**src/rtl/armw_pkg.sv**
```systemverilog
package armw_pkg;
   typedef enum logic [2:0] {
      OP_NONE = 3'd0,
      OP_SET  = 3'd1,
      OP_CLR  = 3'd2,
      OP_INC  = 3'd3,
      OP_DEC  = 3'd4
   } armw_op_e;
endpackage

```
**src/rtl/armw_decode.sv**
```systemverilog
module armw_decode
   import armw_pkg::*;
#(
   parameter int       AW       = 10,
   parameter int       TW       = 5,
   parameter logic [4:0] TT_WRITE = 5'h02,
   parameter logic [4:0] TT_READ  = 5'h0A,
   parameter logic [4:0] TT_SET   = 5'h1A,
   parameter logic [4:0] TT_CLR   = 5'h1B,
   parameter logic [4:0] TT_INC   = 5'h1C,
   parameter logic [4:0] TT_DEC   = 5'h1D,
   parameter bit       WIN_EN   = 1'b1,
   parameter logic [AW-1:0] WIN_BASE = '1,
   parameter logic [AW-1:0] WIN_MASK = '1,
   parameter armw_op_e WIN_OP   = OP_SET
) (
   input  logic [TW-1:0] type_i,
   input  logic          burst_i,
   input  logic [AW-1:0] addr_i,
   output logic          is_write_o,
   output armw_op_e      op_o
);
   armw_op_e code_op;
   logic     win_hit;

   assign is_write_o = (type_i == TT_WRITE);

   always_comb begin
      code_op = OP_NONE;
      if (!burst_i) begin
         if      (type_i == TT_SET) code_op = OP_SET;
         else if (type_i == TT_CLR) code_op = OP_CLR;
         else if (type_i == TT_INC) code_op = OP_INC;
         else if (type_i == TT_DEC) code_op = OP_DEC;
      end
   end

   generate
      if (WIN_EN) begin : g_win
         assign win_hit = !burst_i && (type_i == TT_READ) &&
                          ((addr_i & WIN_MASK) == (WIN_BASE & WIN_MASK));
      end else begin : g_nowin
         assign win_hit = 1'b0;
      end
   endgenerate

   // explicit code outranks the window
   assign op_o = (code_op != OP_NONE) ? code_op : (win_hit ? WIN_OP : OP_NONE);
endmodule

```
**src/rtl/armw_modify.sv**
```systemverilog
module armw_modify
   import armw_pkg::*;
#(
   parameter int DW           = 32,
   parameter bit SHARED_ADDER = 1'b1
) (
   input  armw_op_e      op_i,
   input  logic [DW-1:0] old_i,
   output logic [DW-1:0] new_o
);
   logic [DW-1:0] arith;

   generate
      if (SHARED_ADDER) begin : g_shared
         logic [DW-1:0] step;
         assign step  = (op_i == OP_DEC) ? '1 : DW'(1);
         assign arith = old_i + step;
      end else begin : g_split
         logic [DW-1:0] up, dn;
         assign up    = old_i + DW'(1);
         assign dn    = old_i - DW'(1);
         assign arith = (op_i == OP_DEC) ? dn : up;
      end
   endgenerate

   always_comb begin
      unique case (op_i)
         OP_SET:  new_o = '1;
         OP_CLR:  new_o = '0;
         OP_INC,
         OP_DEC:  new_o = arith;
         default: new_o = old_i;
      endcase
   end
endmodule

```
**src/rtl/armw_seq.sv**
```systemverilog
module armw_seq
   import armw_pkg::*;
#(
   parameter int AW = 10,
   parameter int DW = 32
) (
   input  logic          clk,
   input  logic          rst,
   input  logic          req_valid,
   output logic          req_ready,
   input  logic [AW-1:0] req_addr,
   input  logic [DW-1:0] req_wdata,
   input  logic          is_write,
   input  armw_op_e      req_op,
   output armw_op_e      wb_op,
   input  logic [DW-1:0] wb_value,
   output logic          rsp_valid,
   output logic          mem_en,
   output logic          mem_we,
   output logic [AW-1:0] mem_addr,
   output logic [DW-1:0] mem_wdata
);
   logic          wb_pend;
   logic [AW-1:0] wb_addr;
   logic          accept;

   assign req_ready = !wb_pend;
   assign accept    = req_valid && !wb_pend;

   always_comb begin
      mem_en    = 1'b0;
      mem_we    = 1'b0;
      mem_addr  = req_addr;
      mem_wdata = req_wdata;
      if (wb_pend) begin
         mem_en    = 1'b1;
         mem_we    = 1'b1;
         mem_addr  = wb_addr;
         mem_wdata = wb_value;
      end else if (req_valid) begin
         mem_en = 1'b1;
         mem_we = is_write;
      end
   end

   always_ff @(posedge clk) begin
      if (rst) begin
         wb_pend   <= 1'b0;
         wb_addr   <= '0;
         wb_op     <= OP_NONE;
         rsp_valid <= 1'b0;
      end else begin
         wb_pend   <= accept && !is_write && (req_op != OP_NONE);
         rsp_valid <= accept && !is_write;
         if (accept) begin
            wb_addr <= req_addr;
            wb_op   <= is_write ? OP_NONE : req_op;
         end
      end
   end

   AST_WB_BLOCKS_PORT: assert property (@(posedge clk) disable iff (rst)
      wb_pend |-> !req_ready);
   AST_WB_IS_WRITE: assert property (@(posedge clk) disable iff (rst)
      wb_pend |-> (mem_en && mem_we));
   AST_WB_SAME_ADDR: assert property (@(posedge clk) disable iff (rst)
      wb_pend |-> (mem_addr == $past(mem_addr)));
   AST_RSP_AFTER_READ: assert property (@(posedge clk) disable iff (rst)
      (mem_en && !mem_we) |=> rsp_valid);
   AST_NO_RSP_AFTER_WRITE: assert property (@(posedge clk) disable iff (rst)
      (mem_en && mem_we) |=> !rsp_valid);
endmodule

```
**src/rtl/atomic_rmw_unit.sv**
```systemverilog
module atomic_rmw_unit
   import armw_pkg::*;
#(
   parameter int         AW           = 10,
   parameter int         DW           = 32,
   parameter logic [4:0] TT_WRITE     = 5'h02,
   parameter logic [4:0] TT_READ      = 5'h0A,
   parameter logic [4:0] TT_SET       = 5'h1A,
   parameter logic [4:0] TT_CLR       = 5'h1B,
   parameter logic [4:0] TT_INC       = 5'h1C,
   parameter logic [4:0] TT_DEC       = 5'h1D,
   parameter bit         WIN_EN       = 1'b1,
   parameter logic [AW-1:0] WIN_BASE  = '1,
   parameter logic [AW-1:0] WIN_MASK  = '1,
   parameter armw_op_e   WIN_OP       = OP_SET,
   parameter bit         SHARED_ADDER = 1'b1
) (
   input  logic          clk,
   input  logic          rst,
   input  logic          req_valid,
   output logic          req_ready,
   input  logic [4:0]    req_type,
   input  logic          req_burst,
   input  logic [AW-1:0] req_addr,
   input  logic [DW-1:0] req_wdata,
   output logic          rsp_valid,
   output logic [DW-1:0] rsp_data,
   output logic          mem_en,
   output logic          mem_we,
   output logic [AW-1:0] mem_addr,
   output logic [DW-1:0] mem_wdata,
   input  logic [DW-1:0] mem_rdata
);
   localparam int TW = 5;

   generate
      if (AW < 1 || DW < 1) begin : g_bad_width
         $error("atomic_rmw_unit: AW and DW must be at least 1");
      end
      if (TT_WRITE == TT_READ || TT_SET == TT_READ || TT_SET == TT_WRITE ||
          TT_CLR == TT_SET || TT_INC == TT_SET || TT_DEC == TT_SET ||
          TT_CLR == TT_INC || TT_CLR == TT_DEC || TT_INC == TT_DEC) begin : g_bad_code
         $error("atomic_rmw_unit: transaction codes must be distinct");
      end
      if (WIN_EN && WIN_OP == OP_NONE) begin : g_bad_win
         $error("atomic_rmw_unit: window needs an atomic operation");
      end
   endgenerate

   logic     is_write;
   armw_op_e req_op;
   armw_op_e wb_op;
   logic [DW-1:0] wb_value;

   armw_decode #(
      .AW(AW), .TW(TW),
      .TT_WRITE(TT_WRITE), .TT_READ(TT_READ), .TT_SET(TT_SET),
      .TT_CLR(TT_CLR), .TT_INC(TT_INC), .TT_DEC(TT_DEC),
      .WIN_EN(WIN_EN), .WIN_BASE(WIN_BASE), .WIN_MASK(WIN_MASK), .WIN_OP(WIN_OP)
   ) u_decode (
      .type_i     (req_type),
      .burst_i    (req_burst),
      .addr_i     (req_addr),
      .is_write_o (is_write),
      .op_o       (req_op)
   );

   armw_modify #(.DW(DW), .SHARED_ADDER(SHARED_ADDER)) u_modify (
      .op_i  (wb_op),
      .old_i (mem_rdata),
      .new_o (wb_value)
   );

   armw_seq #(.AW(AW), .DW(DW)) u_seq (
      .clk       (clk),
      .rst       (rst),
      .req_valid (req_valid),
      .req_ready (req_ready),
      .req_addr  (req_addr),
      .req_wdata (req_wdata),
      .is_write  (is_write),
      .req_op    (req_op),
      .wb_op     (wb_op),
      .wb_value  (wb_value),
      .rsp_valid (rsp_valid),
      .mem_en    (mem_en),
      .mem_we    (mem_we),
      .mem_addr  (mem_addr),
      .mem_wdata (mem_wdata)
   );

   assign rsp_data = mem_rdata;
endmodule

```
**config.mk**
```make
export PLATFORM = sky130hd
export DESIGN_NAME = atomic_rmw_unit
export DESIGN_NICKNAME = d
export VERILOG_FILES = /design/src/rtl/armw_pkg.sv /design/src/rtl/armw_decode.sv /design/src/rtl/armw_modify.sv /design/src/rtl/armw_seq.sv /design/src/rtl/atomic_rmw_unit.sv
export SDC_FILE = /design/constraint.sdc
export NUM_CORES = 1
export LEC_CHECK = 0
export BUFFER_PORTS_ARGS = -buffer_cell sky130_fd_sc_hd__buf_4
export CAP_MARGIN = 20
export CORE_MARGIN = 2
export CORE_UTILIZATION = 44
export DETAILED_ROUTE_END_ITERATION = 6
export GPL_TIMING_DRIVEN = 0
export PLACE_DENSITY = 0.76
export SLEW_MARGIN = 20
export SYNTH_ARGS = -nofsm -noshare
export SYNTH_HDL_FRONTEND = slang
export SYNTH_SLANG_ARGS = --single-unit
```
**constraint.sdc**
```tcl
create_clock -name clk -period 4.3 [get_ports clk]
set_clock_uncertainty 0.05 [all_clocks]
set_input_delay 0.645 -clock clk [delete_from_list [all_inputs] [get_ports clk]]
set_output_delay 0.645 -clock clk [all_outputs]
set_load 0.01 [all_outputs]
```
* Word level (Yosys, flattened, before mapping)
Cells that the tools add are included.
** Operators by class
- Mux-type cells :: 16
- Reduce and logical (&&, ||, !) cells :: 11
- Add/subtract/negate cells :: 1
- Eq/ne operators :: 11
** Operators by type and width (number)
- 32-bit one-hot mux with 3 select lines :: 1
- 32-bit two-way mux :: 2
- 32-bit adder :: 1
- 3-bit two-way mux :: 7
- 5-bit equality test, second input constant :: 4
- 10-bit equality test, second input constant :: 1
- 10-bit two-way mux :: 1
- 3-bit by 2-bit equality test with 1-bit output, second input constant :: 2
- 3-bit nonzero test :: 2
- 5-bit by 2-bit equality test with 1-bit output, second input constant :: 1
- 5-bit by 4-bit equality test with 1-bit output, second input constant :: 1
- 1-bit logical AND :: 5
- 1-bit two-way mux :: 5
- 3-bit by 1-bit equality test with 1-bit output, second input constant :: 1
- 3-bit equality test, second input constant :: 1
- 1-bit logical NOT :: 3
- 2-bit OR reduction :: 1
** Storage, ports and cells
- Register bits :: 15
- Output and inout bits :: 78

* Logic depth before layout (Yosys ltp)
- Word-level depth :: 10
- Mapped depth :: 11
- Mapped depth without buffers :: 11

* By module
Synthesis repeated with hierarchy kept, for this count alone.
** Second synthesis, totals
- Cell total of the unflattened synthesis :: 584
- Area total of the unflattened synthesis :: 4294.1 um2
** By module, submodules not included
- armw_modify :: times used 1, area an instance 2810.2 um2, cells each 427
- armw_seq :: times used 1, area an instance 1143.6 um2, cells each 112
- atomic_rmw_unit :: times used 1, area an instance 240.2 um2, cells each 32
- armw_decode :: times used 1, area an instance 100.1 um2, cells each 13

* Worst setup path after synthesis
Ideal clock, no wire load.
- Path type :: register to output
- Start :: register u_seq.wb_op[1]
- End :: output mem_wdata[26]
- Path buffers :: 0
- Cell stages (with the launch flop) :: 12
- Arrival time :: 3747 ps
- Setup slack :: -142 ps
- Cell sequence :: dfxtp_1 nand2b_1 nor2_1 inv_1 fa_1 nor2b_1 o2111ai_1 a21o_1 a211oi_2 or2_1 a2111oi_0 a211oi_1
** On the way
- Longest elaborated chain between the ends :: 5
- Elaborated cells between the ends (all ways) :: 9
** RTL lines
- from (decl) :: RTL line armw_seq.sv:15 : output armw_op_e wb_op,
- from (signal assigned) :: RTL line armw_seq.sv:57 : wb_op <= is_write ? OP_NONE : req_op;
- 3-bit equality test :: RTL line armw_modify.sv:16, armw_modify.sv:27
- 32-bit two-way mux :: RTL line armw_modify.sv:16 : assign step = (op_i == OP_DEC) ? '1 : DW'(1);
- 32-bit adder :: RTL line armw_modify.sv:17 : assign arith = old_i + step;
- 32-bit one-hot mux with 3 select lines * :: RTL line armw_modify.sv:27 : unique case (op_i)
- 32-bit two-way mux * :: RTL line armw_seq.sv:35 : if (wb_pend) begin
- to (decl) :: RTL line atomic_rmw_unit.sv:31 : output logic [DW-1:0] mem_wdata,
Every way passes the cells marked *; elsewhere a longest branch is shown, timed or not.

* Final worst setup path
- Start :: register u_seq.wb_op[1]
- End :: output mem_wdata[28]
Same word-level chain as after synthesis.

==> run summary <==
RSZ-0062 raised after global routing - false
Final non-filler cell total - 785
Synth async-reset ratio - 0
Clock slew at reported path FFs - 0.06 ns
Slowest CP cell - fa_1
Minimum clock period - 4.14 ns
Area growth syn-to-layout - 41.4%
Commonest cells in the netlist - a21oi_1, nand2_1, nor2_1, buf_4, ha_1
Chip height - 92.9 um
Worst-Margin Slew - 0.668 ns
Post-synthesis sequential area ratio - 0.0863
Routed Antenna Nets - 0
PwrDens - 117 mW/mm^2
Port Buffer Count - 160
HPWL after DPL - 9740 um
Total core area - 0.00769 mm^2
Vias in the first global route - 4,061
Initial antenna violation count - 0
Std cell rows - 32
Placed insts - 780
CP Max Fanout - 26
Sequential cell area - 300 um^2
Later-pin clock latency in the skew report - 0.25 ns
Synth Cell Area - 0.00348 mm^2
GR Overflow Total - 0
Met1 Track Usage GR - 0.342
Max-slew violation count - 0
WL final - 12,100 um
Crit-path cells - nand2b_1 > nor2_4 > buf_16 > inv_1 > fa_1 > nor2b_2 > o2111ai_1 > a21o_1 > a211oi_4 > o21bai_1 > a211o_1 > nand3b_1 > buf_4
Fmax - 0.241 GHz
CTS H-Tree Depth - 1
Die X - 92.9 um
Post-Place Worst Slack - 0.301 ns
Slowest stage delay, CP - 0.41 ns
Met3 usage - 0.0439
Gate Count Post-Synth - 517
Area occupied by multi-input gates - 0.00281 mm^2
GR Util met2 - 0.476
Fillers - 718
Hold Buf Count CTS - 0
Drt drc - 0
TritonCTS Sinks - 15
Crit end category - primary output
Max clock buf depth - 2
Yosys reg bits - 15
Via density - 5.74
Routed vias - 4,507
Count leader, synth - a21oi_1
Routed len/inst - 15.4 um
Leak pwr - 2.35 nW
Ys Warns - 0
Initial Utilization - 0.453
Final hold violations - 0
CP top delay family - compound AO/OA/AOI/OAI gates
Mapped Avg Cell Area - 6.73 um^2
Fin crit share - 0.964
RePlAce Congestion - 0.927
Power Total - 0.578 mW
Number of distinct library cells after synthesis - 66
Synth area leader - ha_1
Max cap viols - 0
Root Driver - clkbuf_8
Arrival time worst endpoint - 3.45 ns
Number of flops mapped to enable cells by yosys - 0
Cts bufs inserted - 3
Setup-failing EPs final - 0
Gr usage total - 0.269
Hold Path Class - flop to flop
Critical Path Source Type - flop
Ys flop type - dfxtp_1
Die ar. - 0.00864 mm^2
Initial DRC Count - 185
Syn nets - 631
Worst Path Buf+Inv - 3
Maximum VDD drop - 0.130 mV
Status - complete, no violations
Synth top area cells - ha_1, a21oi_1, dfxtp_1
First-pass GRT wire length - 19,300 um
Synth top area share - 0.108
Critical Path RT - 3.61 ns
Antenna diode count - 0
Layout cell share with drive strength beyond 1 - 0.337
CTS tree - yes
Nets - 798
Drt first pass iters - 5
Relative slew slack - 0.555
Setup CP Type - flop to primary output
Worst Setup Slack, final - 0.155 ns
Pin count of the biggest net entering global routing - 27
# IOs - 161
GR peak layer - met2
==> cell usage in the layout, fill, tap and decap left out, types with 3 or more instances in the layout <==
| master | count |
|---|---|
| and4_1 | 3 |
| nor3_1 | 14 |
| o2111ai_1 | 4 |
| o21ai_0 | 19 |
| nand3_1 | 10 |
| ha_1 | 30 |
| nor2b_1 | 8 |
| o21bai_1 | 7 |
| a41oi_1 | 3 |
| clkbuf_1 | 13 |
| a211oi_1 | 6 |
| clkbuf_8 | 3 |
| a21oi_1 | 74 |
| buf_4 | 193 |
| and2_1 | 5 |
| o21a_1 | 7 |
| a31oi_1 | 3 |
| o21ai_1 | 6 |
| mux2_2 | 12 |
| nand4_1 | 5 |
| nor2_1 | 47 |
| a221oi_1 | 8 |
| buf_2 | 6 |
| and3_1 | 3 |
| a21o_1 | 19 |
| dfxtp_1 | 15 |
| xnor2_1 | 4 |
| nand2b_1 | 3 |
| nand2_1 | 65 |
| inv_1 | 15 |
| nor4b_1 | 4 |
| xor2_1 | 10 |
| or3_1 | 6 |
| o22ai_1 | 8 |
==> cells by family (layout without fill, tap and decap cells) <==
family,Yosys count,count (layout),share of synthesized area
adder cells (fa/ha/maj),31,31,0.114
buffers and inverters,68,234,0.111
flip-flops,15,15,0.0863
AO/OA/AOI/OAI,186,186,0.346
XOR/XNOR,14,14,0.0352
multiplexers,14,14,0.0449
AND/OR/NAND/NOR,189,189,0.263
==> registers in the layout (all words and copies together), names as in the netlist <==
| register | count |
|---|---|
| u_seq.wb_addr | 10 |
| u_seq.rsp_valid | 1 |
| u_seq.wb_op | 3 |
| u_seq.wb_pend | 1 |
==> per-layer routing <==
layer | routed length, um | vias up
met2 | 5820 | 221
met5 | 0 | -
met3 | 1170 | 17
met1 | 4940 | 2057
li1 | - | 2212
met4 | 184 | 0
==> worst min-delay path, delay by kind of cell, from the launching register on <==
family	cells	cell delay (ns)
DFF	1	0.31
and+or+nand+nor	1	0.05
AOI/OAI and AO/OA	1	0.05
==> per-stage QoR <==
step | setup TNS [ns] | instance area [um^2] | util | hold slack, ns
2_1_floorplan | 0 | 3480 | - | 0.383
3_3_place_gp | -6.04 | 4810 | 0.626 | 0.389
3_5_place_dp | 0 | 4840 | 0.630 | 0.397
4_1_cts | 0 | 4890 | 0.636 | 0.406
5_1_grt | 0 | 4920 | 0.640 | 0.419
6_report | 0 | 4920 | 0.640 | 0.404
==> cell type report <==
cell class	instances	area share
Timing Repair Buffer	162	0.254
Multi-Input combinational cell	434	0.571
Clock buffer	4	0.00916
Sequential cell	15	0.0611
Inverter	15	0.0114
Buffer	53	0.0672
Tap cell	102	0.0259
==> final timing paths <==
kind                                  startpoint               end  slack, ns  cells past startpoint
worst min register to register  u_seq.wb_addr[1]  u_seq.wb_addr[1]       0.40                      2
worst min-delay path            u_seq.wb_addr[1]  u_seq.wb_addr[1]       0.40                      2
worst max register to register     u_seq.wb_pend  u_seq.wb_addr[3]       2.65                      6
worst max-delay path              u_seq.wb_op[1]     mem_wdata[28]       0.16                     13
==> power by group <==
group / total [mW] / leakage, nW / internal (mW) / switching [mW]
clock: 0.115 / 0.0228 / 0.0656 / 0.0493
combinational: 0.315 / 2.20 / 0.168 / 0.147
sequential: 0.148 / 0.123 / 0.145 / 0.00287
==> repair_timing <==
| item | in CTS | in global routing |
|---|---|---|
| buffers inserted | 0 | 1 |
| hold endpoints to repair | 0 | 0 |
| setup endpoints to repair | 0 | 12 |
| resized for setup | 0 | 2 |
Power figures use the tool's default switching activity.
